===== config.mk =====
export PLATFORM = sky130hd
export DESIGN_NAME = retstack
export DESIGN_NICKNAME = d
export VERILOG_FILES = /design/src/rtl/retstack_pkg.sv /design/src/rtl/retstack_ptr.sv /design/src/rtl/retstack_store.sv /design/src/rtl/retstack_flag.sv /design/src/rtl/retstack.sv
export SDC_FILE = /design/constraint.sdc
export NUM_CORES = 1
export LEC_CHECK = 0
export BUFFER_PORTS_ARGS = -buffer_cell sky130_fd_sc_hd__buf_2
export CORE_AREA = 2 2 177 179
export DETAILED_ROUTE_END_ITERATION = 16
export DIE_AREA = 0 0 179 181
export GPL_ROUTABILITY_DRIVEN = 1
export PLACE_DENSITY = 0.54
export SLEW_MARGIN = 20
export SYNTH_ARGS = -nofsm -noshare
export SYNTH_HDL_FRONTEND = slang
export SYNTH_SLANG_ARGS = --single-unit

===== constraint.sdc =====
create_clock -name clk -period 4.4 [get_ports clk]
set_input_delay 0.22 -clock clk [delete_from_list [all_inputs] [get_ports clk]]
set_output_delay 0.22 -clock clk [all_outputs]
set_load 0.02 [all_outputs]

===== src/rtl/retstack_pkg.sv =====
// Package: shared types for the return-address stack.
// Assumes push and pop strobes are sampled on the same clock edge.
package retstack_pkg;

    // Operation the stack performs in a given cycle.
    typedef enum logic [1:0] {
        OP_IDLE = 2'b00,
        OP_PUSH = 2'b01,
        OP_POP  = 2'b10,
        OP_SWAP = 2'b11
    } stk_op_e;

    // Map the two strobes onto one operation code.
    function automatic stk_op_e classify(input logic push, input logic pop);
        stk_op_e op;
        case ({pop, push})
            2'b01:   op = OP_PUSH;
            2'b10:   op = OP_POP;
            2'b11:   op = OP_SWAP;
            default: op = OP_IDLE;
        endcase
        return op;
    endfunction

endpackage


===== src/rtl/retstack_ptr.sv =====
// Module: wrapping stack pointer.
// Advances on inc, steps back on dec, and holds otherwise. Both directions
// wrap modulo 2**AW. Assumes inc and dec are never high together, which the
// top guarantees by decoding a swap into neither.
module retstack_ptr #(
    parameter int AW = 4
) (
    input  logic          clk,
    input  logic          rst_n,
    input  logic          inc,
    input  logic          dec,
    output logic [AW-1:0] ptr_q,
    output logic [AW-1:0] ptr_prev,
    output logic          at_last,
    output logic          wrap_up
);

    localparam logic [AW-1:0] LAST = {AW{1'b1}};
    localparam logic [AW-1:0] ONE  = {{(AW-1){1'b0}}, 1'b1};

    // Pointer register: reset to zero, then move by one in either direction.
    always_ff @(posedge clk) begin
        if (!rst_n) begin
            ptr_q <= '0;
        end else if (inc) begin
            ptr_q <= ptr_q + ONE;
        end else if (dec) begin
            ptr_q <= ptr_q - ONE;
        end
    end

    // Derived views of the pointer used by storage and status.
    always_comb begin
        ptr_prev = ptr_q - ONE;
        at_last  = (ptr_q == LAST);
        wrap_up  = inc && at_last;
    end

endmodule


===== src/rtl/retstack_store.sv =====
// Module: register-file storage for the stack.
// One write port and one combinational read port. Every entry clears on
// reset so that reads before any write are defined.
module retstack_store #(
    parameter int AW = 4,
    parameter int DW = 16
) (
    input  logic          clk,
    input  logic          rst_n,
    input  logic          we,
    input  logic [AW-1:0] waddr,
    input  logic [DW-1:0] wdata,
    input  logic [AW-1:0] raddr,
    output logic [DW-1:0] rdata
);

    localparam int DEPTH = 1 << AW;

    logic [DW-1:0] slot_q [DEPTH];

    for (genvar g = 0; g < DEPTH; g++) begin : g_slot
        localparam logic [AW-1:0] IDX = AW'(g);
        // Entry register: load when this slot is the write target.
        always_ff @(posedge clk) begin
            if (!rst_n) begin
                slot_q[g] <= '0;
            end else if (we && (waddr == IDX)) begin
                slot_q[g] <= wdata;
            end
        end
    end

    // Read port: asynchronous select of the addressed entry.
    always_comb begin
        rdata = slot_q[raddr];
    end

endmodule


===== src/rtl/retstack_flag.sv =====
// Module: stack-available status.
// The status is low while the pointer is on the last slot. A push that wraps
// the pointer upward from the last slot sets a lock that holds the status low
// until reset.
module retstack_flag (
    input  logic clk,
    input  logic rst_n,
    input  logic wrap_up,
    input  logic at_last,
    output logic lock_q,
    output logic avail
);

    // Lock register: set by an upward wrap, cleared only by reset.
    always_ff @(posedge clk) begin
        if (!rst_n) begin
            lock_q <= 1'b0;
        end else if (wrap_up) begin
            lock_q <= 1'b1;
        end
    end

    // Status output: headroom exists unless on the last slot or locked.
    always_comb begin
        avail = !at_last && !lock_q;
    end

endmodule


===== src/rtl/retstack.sv =====
// Module: circular return-address stack, top level.
// Push stores push_data_i and advances. Pop steps back and shows that entry
// in the same cycle. Push with pop replaces the top entry in place. Assumes
// the strobes are single-cycle and synchronous to clk.
module retstack #(
    parameter int AW = 4,
    parameter int DW = 16
) (
    input  logic          clk,
    input  logic          rst_n,
    input  logic          push_i,
    input  logic          pop_i,
    input  logic [DW-1:0] push_data_i,
    output logic [DW-1:0] pop_data_o,
    output logic          avail_o
);

    import retstack_pkg::*;

    stk_op_e       op;
    logic          do_inc;
    logic          do_dec;
    logic          wr_en;
    logic [AW-1:0] wr_addr;
    logic [AW-1:0] ptr_q;
    logic [AW-1:0] ptr_prev;
    logic          at_last;
    logic          wrap_up;
    logic          lock_q;

    // Operation decode: choose pointer motion and write target.
    always_comb begin
        op      = classify(push_i, pop_i);
        do_inc  = (op == OP_PUSH);
        do_dec  = (op == OP_POP);
        wr_en   = (op == OP_PUSH) || (op == OP_SWAP);
        wr_addr = (op == OP_SWAP) ? ptr_prev : ptr_q;
    end

    retstack_ptr #(.AW(AW)) i_ptr (
        .clk      (clk),
        .rst_n    (rst_n),
        .inc      (do_inc),
        .dec      (do_dec),
        .ptr_q    (ptr_q),
        .ptr_prev (ptr_prev),
        .at_last  (at_last),
        .wrap_up  (wrap_up)
    );

    retstack_store #(.AW(AW), .DW(DW)) i_store (
        .clk   (clk),
        .rst_n (rst_n),
        .we    (wr_en),
        .waddr (wr_addr),
        .wdata (push_data_i),
        .raddr (ptr_prev),
        .rdata (pop_data_o)
    );

    retstack_flag i_flag (
        .clk     (clk),
        .rst_n   (rst_n),
        .wrap_up (wrap_up),
        .at_last (at_last),
        .lock_q  (lock_q),
        .avail   (avail_o)
    );

endmodule


# Yosys cells after proc, flatten, opt, wreduce, memory -nomap -nowiden

Memory sizes are Yosys's and may differ from the RTL's.
Index checks and enable logic that the tools add are counted.

Multiplexer cells: 69
Reductions and logical operators: 23
Add/subtract/negate cells: 2
Bitwise gates (word level): 16
Eq/ne operators: 22

Operators by type and width:

| cell                | count |
|---|---|
| $mux 16             | 16 |
| $mux 1              | 49 |
| $eq 4x4->1 const B  | 9 |
| $logic_and 1x1->1   | 18 |
| $eq 4x3->1 const B  | 4 |
| $or 1x1->1          | 16 |
| $mux 4              | 3 |
| $eq 2x2->1 const B  | 4 |
| $eq 4x2->1 const B  | 2 |
| $pmux 2 s3          | 1 |
| $add 4x1->4 const B | 1 |
| $eq 2x1->1 const B  | 2 |
| $eq 4x1->1 const B  | 1 |
| $logic_not 4->1     | 1 |
| $sub 4x1->4 const B | 1 |
| $logic_not 1->1     | 2 |
| $reduce_bool 2->1   | 1 |
| $logic_or 1x1->1    | 1 |

Bits in writable memories: 256
Memories: 1
Register bits: 5
Logic and storage cells: 135
Input port bits: 20

Memories:

| name           | depth | bits a word | rd ports | clocked after memory_dff | wr ports | RTL line             | source |
|---|---|---|---|---|---|---|---|
| i_store.slot_q | 16    | 16          | 1        | 0                        | 16       | retstack_store.sv:19 | `logic [DW-1:0] slot_q [DEPTH];` |

# Longest topological paths before layout

Gate-level depths: netlist of run 1.

Depth in word-level cells: 10
Mapped depth: 9
Gate-level depth less buffers: 6

# Hierarchy

From an unflattened synthesis of run 1, not the netlist that was laid out.

Cells, all modules: 771
Area, all modules: 12,002.8 µm²

Modules (own cells, without submodules):

| module         | times used | cells each | area each (µm²) |
|---|---|---|---|
| retstack_store | 1          | 728        | 11,623.6 |
| retstack_ptr   | 1          | 32         | 264.0 |
| retstack       | 1          | 8          | 83.8 |
| retstack_flag  | 1          | 3          | 31.3 |

# Worst setup path after synthesis of run 1

Ideal clock, no wire load.

Path type: reg-to-reg
Start: register i_ptr.ptr_q[0]
End: memory i_store.slot_q[4][0] (enable)
Clock period less this slack: 3.311 ns
Cell stages (with the launch flop): 8
Slack: 1.089 ns
Arrival: 2.899 ns
Setup time: 0.411 ns
Path buffers: 1
Data required time: 3.989 ns
Cells stage by stage: dfxtp_1 > buf_4 > inv_1 > ha_1 > a21boi_0 > a211oi_2 > or2_2 > o21ai_0

RTL lines:

| what                   | RTL line             | source |
|---|---|---|
| from (decl)            | retstack_ptr.sv:12   | `output logic [AW-1:0] ptr_q,` |
| from (signal assigned) | retstack_ptr.sv:26   | `ptr_q <= ptr_q + ONE;` |
| from (signal assigned) | retstack_ptr.sv:28   | `ptr_q <= ptr_q - ONE;` |
| to (decl)              | retstack_store.sv:19 |  |

# Worst setup path after layout of run 1

Start: register i_ptr.ptr_q[0]
End: output port pop_data_o[5]

Longest elaborated chain between the ends: 2

RTL lines:

| what          | RTL line           | source |
|---|---|---|
| $sub 4x1->4   | retstack_ptr.sv:34 | `ptr_prev = ptr_q - ONE;` |
| $mem_v2 16x16 | n/a                |  |
| to (decl)     | retstack.sv:14     | `output logic [DW-1:0] pop_data_o,` |

No other way between the ends.

==> impl_metrics.tcl, run 1 <==
set metrics [dict create \
    clock_skew_ps 6.19 \
    clockRootBuffer "clkbuf_16" \
    grt_pass1_wl_um 45600 \
    synth_top_area_share_pct 62.1 \
    synth-edff-count 256 \
    netlist_instances 790 \
    post_cts_buffers 0 \
    dr_total_vias 6639 \
    syn_nets 814 \
    ys.flop_type "edfxtp_1" \
    grt_start_max_net_pins 45 \
    outcome "completed" \
    cp-end-kind "output port" \
    drive_gt1_share_pct 25.0 \
    synthTopCellsByCount "263 x and2_1, 256 x edfxtp_1, 64 x mux4_2" \
    fin_crit_ps 3930 \
    fin_area_mm2 0.0139 \
    dp_slack_ps 916 \
    rsz0062_at_grt "false" \
    layout_setup_ws_ps 470 \
    placement.io_buffers 36 \
    worstHoldStart "push_data_i[7]" \
    leakagePower_uw 0.00510 \
    antenna_found_initial 1 \
    regToRegStartpoint "i_ptr.ptr_q[0]$_SDFFE_PN0P_" \
    synth_area_leaders "edfxtp_1 62%, and2_1 13%, mux4_2 12%" \
    first_iter_violations 552 \
    syn_area_mm2 0.0124 \
    worstSetupPathType "reg -> out" \
    firstDrtPassIters 5 \
    tightest_slew_ps 1100 \
    timing.final.crit_share_pct 89.3 \
    vdd_drop_max_uv 271 \
    ant_nets 0 \
    drv_cap 0 \
    maxSlewHeadroom_pct 26.9 \
    cp.arrival_ps 3710 \
    syn_area_per_cell_um2 15.7 \
    cts_buffer_depth 3 \
    drcViolationCount 0 \
    cts.sinks 261 \
    row_count 64 \
    crit_fanout 39 \
    viasPerCell 5.35 \
    pwr_density_cell_mw_per_mm2 484 \
    coreArea_mm2 0.0303 \
    htreeDepth 1 \
    yosysMostFrequentCell "and2_1" \
    io_pins 37 \
    placed_area_mm2 0.0130 \
    ys_seq_area_share_pct 62.9 \
    wl_um 30500 \
    fin_setup_tns_ps 0 \
    area_growth_pct 12.4 \
    hold_viol_final 0 \
    grt_overflow_total 0 \
    fmax_ghz 0.254 \
    cts_tree "built" \
    yosysUniqueCellTypes 45 \
    numCtsBuffers 29 \
    yosys.area.top_type "edfxtp_1" \
    critPathRequiredTime_ps 4180 \
    cts_resized 0 \
    grt_use_total_pct 19.4 \
    clkTransAtPathRegs_ps 60 \
    insertion_delay_ps 540 \
    finalMaxSlewViolations 0 \
    ys_ff_latch 261 \
    postCtsHoldBufs 0 \
    start_util_pct 40.8 \
    dieArea_mm2 0.0324 \
    dp_hpwl_um 19000 \
    dieHeight_um 181 \
    hp-class "in -> reg" \
    synthArstFlopShare_pct 0 \
    chipWidth_um 179 \
    wl_per_cell_um 24.6 \
    yosysWarnings 0 \
    setup_violations 0 \
    cp-start-kind "flip-flop" \
    place_congestion 0.769 \
    setup.worst_path.start "i_ptr.ptr_q[0]$_SDFFE_PN0P_" \
    grt_pass1_vias 7073 \
    fillers 2648 \
    nets 847 \
]
[layout make-up]
class / count / area [um^2] / share of cell area, %
timing repair buffer: 61 / 393 / 2.82
inverter: 5 / 18.8 / 0.135
clock inverter: 8 / 63.8 / 0.458
antenna: 1 / 2.50 / 0.0180
multi-input combinational: 465 / 4350 / 31.2
clock buffer: 45 / 816 / 5.86
sequential: 261 / 7790 / 55.9
tap: 396 / 495 / 3.56
[worst max-delay path: stages, from the launching register on]
cell     delay, ps
dfxtp_4        760
inv_1          200
ha_2           320
xor2_4         420
buf_12         250
buf_4          340
mux4_2         380
mux2i_1        190
mux2i_1        100
buf_2          180
[registers in the layout, indices dropped and copies added, names as in the netlist]
| register | flops |
|---|---|
| i_flag.lock_q | 1 |
| i_ptr.ptr_q | 4 |
| i_store.slot_q | 256 |
[kinds of logic (layout without fill, tap and decap cells)]
group	Yosys count	in the layout	synth area share, %
AO/OA/AOI/OAI	48	48	2.70
XOR/XNOR	5	5	0.414
adder cells (fa/ha/maj)	4	4	0.404
buffers and inverters	64	119	2.75
flip-flops	261	261	62.9
multiplexers	113	113	15.6
other	0	1	0
AND/OR/NAND/NOR	295	295	15.3
[power breakdown]
part / internal (uW) / total [uW] / switching [uW]
sequential: 2900 / 2980 / 83.7
combinational: 594 / 1490 / 895
clock: 1320 / 2260 / 941
[per-layer routing]
layer  part of all wire, %  track usage, %  up-vias
li1                      -               -     3001
met2                    47            30.8      163
met5                     0               0        -
met3                   6.2            4.25       44
met1                    44            27.1     3431
met4                   2.1            4.78        0
[worst paths after layout]
| check | end | slack [ps] | cells past startpoint |
|---|---|---|---|
| hold / removal | i_store.slot_q[9][7]$_SDFFCE_PN0P_ | 190 | 2 |
| setup reg to reg | i_store.slot_q[4][5]$_SDFFCE_PN0P_ | 950 | 6 |
| setup / recovery | pop_data_o[5] | 470 | 9 |
| hold reg to reg | i_flag.lock_q$_SDFFE_PN0P_ | 500 | 2 |
[cells in the final DEF (no fill, tap or decap), types with 4 or more instances in the layout]
cell type / count
edfxtp_1: 256
a21oi_2: 11
buf_2: 36
nor2_1: 7
buf_4: 23
clkinv_2: 6
dfxtp_1: 4
clkbuf_1: 13
clkbuf_16: 29
inv_1: 5
o21ai_1: 6
and2_1: 263
mux4_2: 64
o21ai_2: 17
mux2i_1: 49
[stage by stage]
stage / utilization [%] / cells / hold slack [ps] / total power (uW)
6_report: 45.9 / 1242 / 194 / 6730
4_1_cts: 45.9 / 1241 / 161 / 6800
2_1_floorplan: - / 790 / 374 / 4020
5_1_grt: 45.9 / 1241 / 183 / 6980
3_3_place_gp: 43.0 / 1188 / 475 / 4510
3_5_place_dp: 43.0 / 1188 / 483 / 4540
(Power assumes the default switching activity.)
==> run 2: changes to the inputs <==
==> constraint.sdc (replaced) <==
create_clock -name clk -period 4.45 [get_ports clk]
set_input_delay 0.2225 -clock clk [delete_from_list [all_inputs] [get_ports clk]]
set_output_delay 0.2225 -clock clk [all_outputs]
set_load 0.02 [all_outputs]
==> impl_metrics.tcl, run 2 (same netlist as run 1, synthesis figures left out) <==
set metrics [dict create \
    hold_viol_final 0 \
    hp-class "in -> reg" \
    cts_resized 0 \
    setup.worst_path.start "i_ptr.ptr_q[0]$_SDFFE_PN0P_" \
    dr_total_vias 6702 \
    final_common_cell "and2_1" \
    area_growth_pct 13.0 \
    tightest_slew_ps 1060 \
    busiest_layer "met2" \
    seq_area_mm2 0.00779 \
    grt_start_max_net_pins 52 \
    placed_area_mm2 0.0131 \
    fillers 2589 \
    p_total_uw 6730 \
    final_cell_mix "263 x and2_1, 256 x edfxtp_1, 64 x mux4_2, 49 x mux2i_1, 36 x buf_2" \
    io_pins 37 \
    rsz0062_at_grt "false" \
    clock_skew_ps 4.96 \
    timing.final.crit_share_pct 86.2 \
    cp-start-kind "flip-flop" \
    drive_gt1_share_pct 25.7 \
    chipWidth_um 179 \
    grt_pass1_wl_um 45700 \
    reg.largest.list "i_store.slot_q (256), i_ptr.ptr_q (4), i_flag.lock_q (1)" \
    fmax_ghz 0.261 \
    critPathRequiredTime_ps 4230 \
    ant_nets 0 \
    clockRootBuffer "clkbuf_16" \
    fin_area_mm2 0.0140 \
    cp-end-kind "output port" \
    largest_reg_flops 256 \
    dieHeight_um 181 \
    grt_use_met2_pct 32.5 \
    post_cts_buffers 0 \
    numCtsBuffers 29 \
    clkTransAtPathRegs_ps 60 \
    regToRegStartpoint "i_ptr.ptr_q[0]$_SDFFE_PN0P_" \
    fin_crit_ps 3840 \
    maxSlewHeadroom_pct 29.4 \
    firstDrtPassIters 5 \
    postCtsHoldBufs 0 \
    pwr_density_cell_mw_per_mm2 481 \
    leakagePower_uw 0.00514 \
    dieArea_mm2 0.0324 \
    setup_violations 0 \
    dp_slack_ps 1030 \
    placement.io_buffers 36 \
    vdd_drop_max_uv 314 \
    hold_slack_ps 159 \
    fin_setup_tns_ps 0 \
    htreeDepth 1 \
    coreArea_mm2 0.0303 \
    grt_use_met3_pct 2.61 \
    wl_um 30400 \
    worstSetupPathType "reg -> out" \
    wl_per_cell_um 24.3 \
    outcome "completed" \
    viasPerCell 5.37 \
    row_count 64 \
    cts.sinks 261 \
    crit_fanout 32 \
    dp_hpwl_um 18500 \
    place_congestion 0.778 \
    drcViolationCount 0 \
    nets 853 \
    worstHoldStart "push_data_i[6]" \
    antenna_found_initial 1 \
    regMostFlops "i_store.slot_q" \
    first_iter_violations 615 \
    cp.arrival_ps 3620 \
    drv_cap 0 \
    cts_tree "built" \
    grt_use_total_pct 19.4 \
    use_met1_pct 26.7 \
    cts_buffer_depth 3 \
    multi_input_area_mm2 0.00434 \
    grt_pass1_vias 7194 \
    grt_overflow_total 0 \
    finalMaxSlewViolations 0 \
    start_util_pct 40.8 \
    n_antenna_cell 0 \
    layout_setup_ws_ps 612 \
    insertion_delay_ps 550 \
]
## run 2: cell count changes in the layout (fill, tap and decap cells not counted), moves of 2 or more
cell	delta
clkinv_1	+5
buf_4	+6
clkbuf_8	-3
clkbuf_1	-7
clkinvlp_4	+2
inv_6	+2
bufinv_16	+2
## run 2: metal layers
layer / wire length, um / vias to the layer above
li1: - / 3004
met1: 13300 / 3489
met2: 15000 / 155
met3: 1270 / 54
met4: 794 / 0
met5: 0 / -
## run 2: final cells by class
cell class | count | share of cell area [%]
Clock inverter | 18 | 1.22
Timing Repair Buffer | 67 | 3.13
Multi-Input combinational cell | 465 | 31.0
Inverter | 5 | 0.134
Sequential cell | 261 | 55.6
Tap cell | 396 | 3.54
Clock buffer | 35 | 5.34
## run 2: worst paths after layout
kind / end / slack [ps] / cells after the start
worst max-delay path: pop_data_o[13] / 610 / 7
worst min-delay path: i_store.slot_q[12][6]$_SDFFCE_PN0P_ / 160 / 2
worst max register to register: i_store.slot_q[3][9]$_SDFFCE_PN0P_ / 1070 / 6
worst min register to register: i_flag.lock_q$_SDFFE_PN0P_ / 520 / 2
## run 2: stage by stage
stage | util (%) | instances
after floorplan | - | 790
after global placement | 43.1 | 1194
after detailed placement | 43.1 | 1194
after CTS | 46.1 | 1247
after global routing | 46.1 | 1247
final | 46.1 | 1247
## run 2: power by group
part	total (uW)	switching [uW]	leakage [uW]	internal [uW]
Combinational	1460	871	0.00200	590
Sequential	2950	83.2	0.00269	2860
Clock	2320	955	0.000445	1370
Total	6730	1910	0.00514	4820
## run 2: critical path, stage by stage, from the launching register on
cell,delay (ps)
dfxtp_4,740
inv_1,200
ha_2,830
buf_12,310
mux4_2,350
mux2i_1,190
mux2i_1,170
buf_2,230
==> run 3: changes to the inputs <==
--- a/config.mk
+++ b/config.mk
@@ -6,9 +6,9 @@
 export NUM_CORES = 1
 export LEC_CHECK = 0
 export BUFFER_PORTS_ARGS = -buffer_cell sky130_fd_sc_hd__buf_2
-export CORE_AREA = 2 2 177 179
+export CORE_AREA = 2 2 145 218
 export DETAILED_ROUTE_END_ITERATION = 16
-export DIE_AREA = 0 0 179 181
+export DIE_AREA = 0 0 147 220
 export GPL_ROUTABILITY_DRIVEN = 1
 export PLACE_DENSITY = 0.54
 export SLEW_MARGIN = 20
==> impl_metrics.tcl, run 3 (same netlist as run 1, synthesis figures left out) <==
set metrics [dict create \
    outcome "completed" \
    fillers 2727 \
    wl_um 31600 \
    final_cell_mix "263 x and2_1, 256 x edfxtp_1, 64 x mux4_2, 49 x mux2i_1, 37 x buf_4" \
    final_common_cell "and2_1" \
    row_count 79 \
    grt_pass1_wl_um 47000 \
    cpLargestDelayFamily "flip-flops" \
    maxSlewHeadroom_pct 25.4 \
    leakagePower_uw 0.00509 \
    area_growth_pct 12.1 \
    htreeDepth 1 \
    critPathRequiredTime_ps 4230 \
    cts.sinks 261 \
    fin_crit_ps 3950 \
    crit_chain "inv_1 > ha_2 > xor2_4 > buf_4 > mux4_2 > mux2i_1 > mux2i_1 > buf_2" \
    io_pins 37 \
    start_util_pct 40.4 \
    clock_skew_ps 10.1 \
    wl_per_cell_um 25.2 \
    reg.largest.list "i_store.slot_q (256), i_ptr.ptr_q (4), i_flag.lock_q (1)" \
    dieHeight_um 220 \
    grt_pass1_vias 7246 \
    tightest_slew_ps 1120 \
    cpMostUsedCell "mux2i_1" \
    drv_cap 0 \
    grt_overflow_total 0 \
    cts_tree "built" \
    worstSetupPathType "reg -> out" \
    whs_path_depth 2 \
    m1WireLength_um 12300 \
    p_int_uw 4540 \
    ant_nets 0 \
    place_inst 1210 \
    n_antenna_cell 0 \
    cts_resized 0 \
    grt_start_max_net_pins 50 \
    worstHoldStart "push_data_i[4]" \
    met2WireLength_um 17100 \
    dieArea_mm2 0.0323 \
    route.met3.wl_um 1240 \
    first_iter_violations 450 \
    r2r_end "i_store.slot_q[10][15]$_SDFFCE_PN0P_" \
    firstDrtPassIters 4 \
    placement.io_buffers 36 \
    grt_use_total_pct 20.1 \
    viasPerCell 5.35 \
    min_to "i_store.slot_q[15][4]$_SDFFCE_PN0P_" \
    comb_power_share_pct 22.8 \
    rsz0062_at_grt "false" \
    clkTransAtPathRegs_ps 70 \
    place_congestion 0.794 \
    setup_violations 0 \
    crit_cells 8 \
    cp-end-kind "output port" \
    cpPeakStageDelay_ps 790 \
    crit_fanout 34 \
    fin_setup_tns_ps 0 \
    finalMaxSlewViolations 0 \
    hold_viol_final 0 \
    post_cts_buffers 0 \
    chipWidth_um 147 \
    top_layer_used "met4" \
    path_buf_inv 3 \
    r2r_cells 5 \
    largest_reg_flops 256 \
    pwr_density_cell_mw_per_mm2 463 \
    dp_hpwl_um 19700 \
    drive_gt1_share_pct 25.9 \
    p_sw_share_pct 29.3 \
    cp_slowest_cell "dfxtp_4" \
    postCtsHoldBufs 0 \
    regMostFlops "i_store.slot_q" \
    regToRegStartpoint "i_ptr.ptr_q[0]$_SDFFE_PN0P_" \
    p_switching_uw 1880 \
    fmax_ghz 0.253 \
    cp.arrival_ps 3730 \
    dr_total_vias 6715 \
    vdd_drop_max_uv 235 \
    hp-class "in -> reg" \
    coreArea_mm2 0.0306 \
    cts_buffer_depth 3 \
    numCtsBuffers 25 \
    insertion_delay_ps 550 \
    clkPwrFrac_pct 31.3 \
    nets 856 \
    timing.final.crit_share_pct 88.9 \
    antenna_found_initial 0 \
    drcViolationCount 0 \
    instances_no_fill 1254 \
    clockRootBuffer "clkbuf_16" \
    seqPwrFrac_pct 45.9 \
    cp-start-kind "flip-flop" \
    ff2ff_setup_slack_ps 990 \
]
[run 3: final cells by class]
class                           count  area (um^2)  area share (%)
Sequential cell                   261         7790            56.1
Inverter                            5         18.8           0.135
Clock buffer                       27          633            4.56
Tap cell                          405          507            3.65
Clock inverter                     17          108           0.775
Multi-Input combinational cell    465         4340            31.3
Timing Repair Buffer               74          478            3.44
[run 3: how the worst max path moves through the flow]
stage,from,endpoint
3_3_place_gp,i_ptr.ptr_q[0]$_SDFFE_PN0P_,i_store.slot_q[10][12]$_SDFFCE_PN0P_
3_5_place_dp,i_ptr.ptr_q[0]$_SDFFE_PN0P_,i_store.slot_q[10][15]$_SDFFCE_PN0P_
4_1_cts,i_ptr.ptr_q[0]$_SDFFE_PN0P_,pop_data_o[7]
6_report,i_ptr.ptr_q[0]$_SDFFE_PN0P_,pop_data_o[7]
2_1_floorplan,i_ptr.ptr_q[0]$_SDFFE_PN0P_,i_store.slot_q[4][0]$_SDFFCE_PN0P_
5_1_grt,i_ptr.ptr_q[0]$_SDFFE_PN0P_,pop_data_o[7]
[run 3: power by group through the flow]
stage               sequential (uW)  combinational (uW)  clock (uW)
CTS                            2960                1490        2050
finish                         2950                1460        2010
global route                   2970                1560        2130
floorplan                      2950                1030           0
detailed placement             3010                1480           0
global placement               3000                1470           0
[run 3: metal layers]
metal / vias to the layer above / track usage [%]
li1: 3010 / -
met1: 3508 / 23.6
met5: - / 0
met4: 0 / 6.92
met2: 145 / 37.9
met3: 52 / 2.42
[run 3: metrics by stage]
stage                     total power (uW)  instance area, um^2  hold slack, ps  utilization (%)  worst slack (ps)
final                                 6420                13900             161             45.3               495
after floorplan                       3980                12400             376                -              1140
after global routing                  6660                13900             189             45.3               234
after CTS                             6490                13900             141             45.3               382
after global placement                4470                13100             504             42.9               982
after detailed placement              4490                13100             501             42.9               963
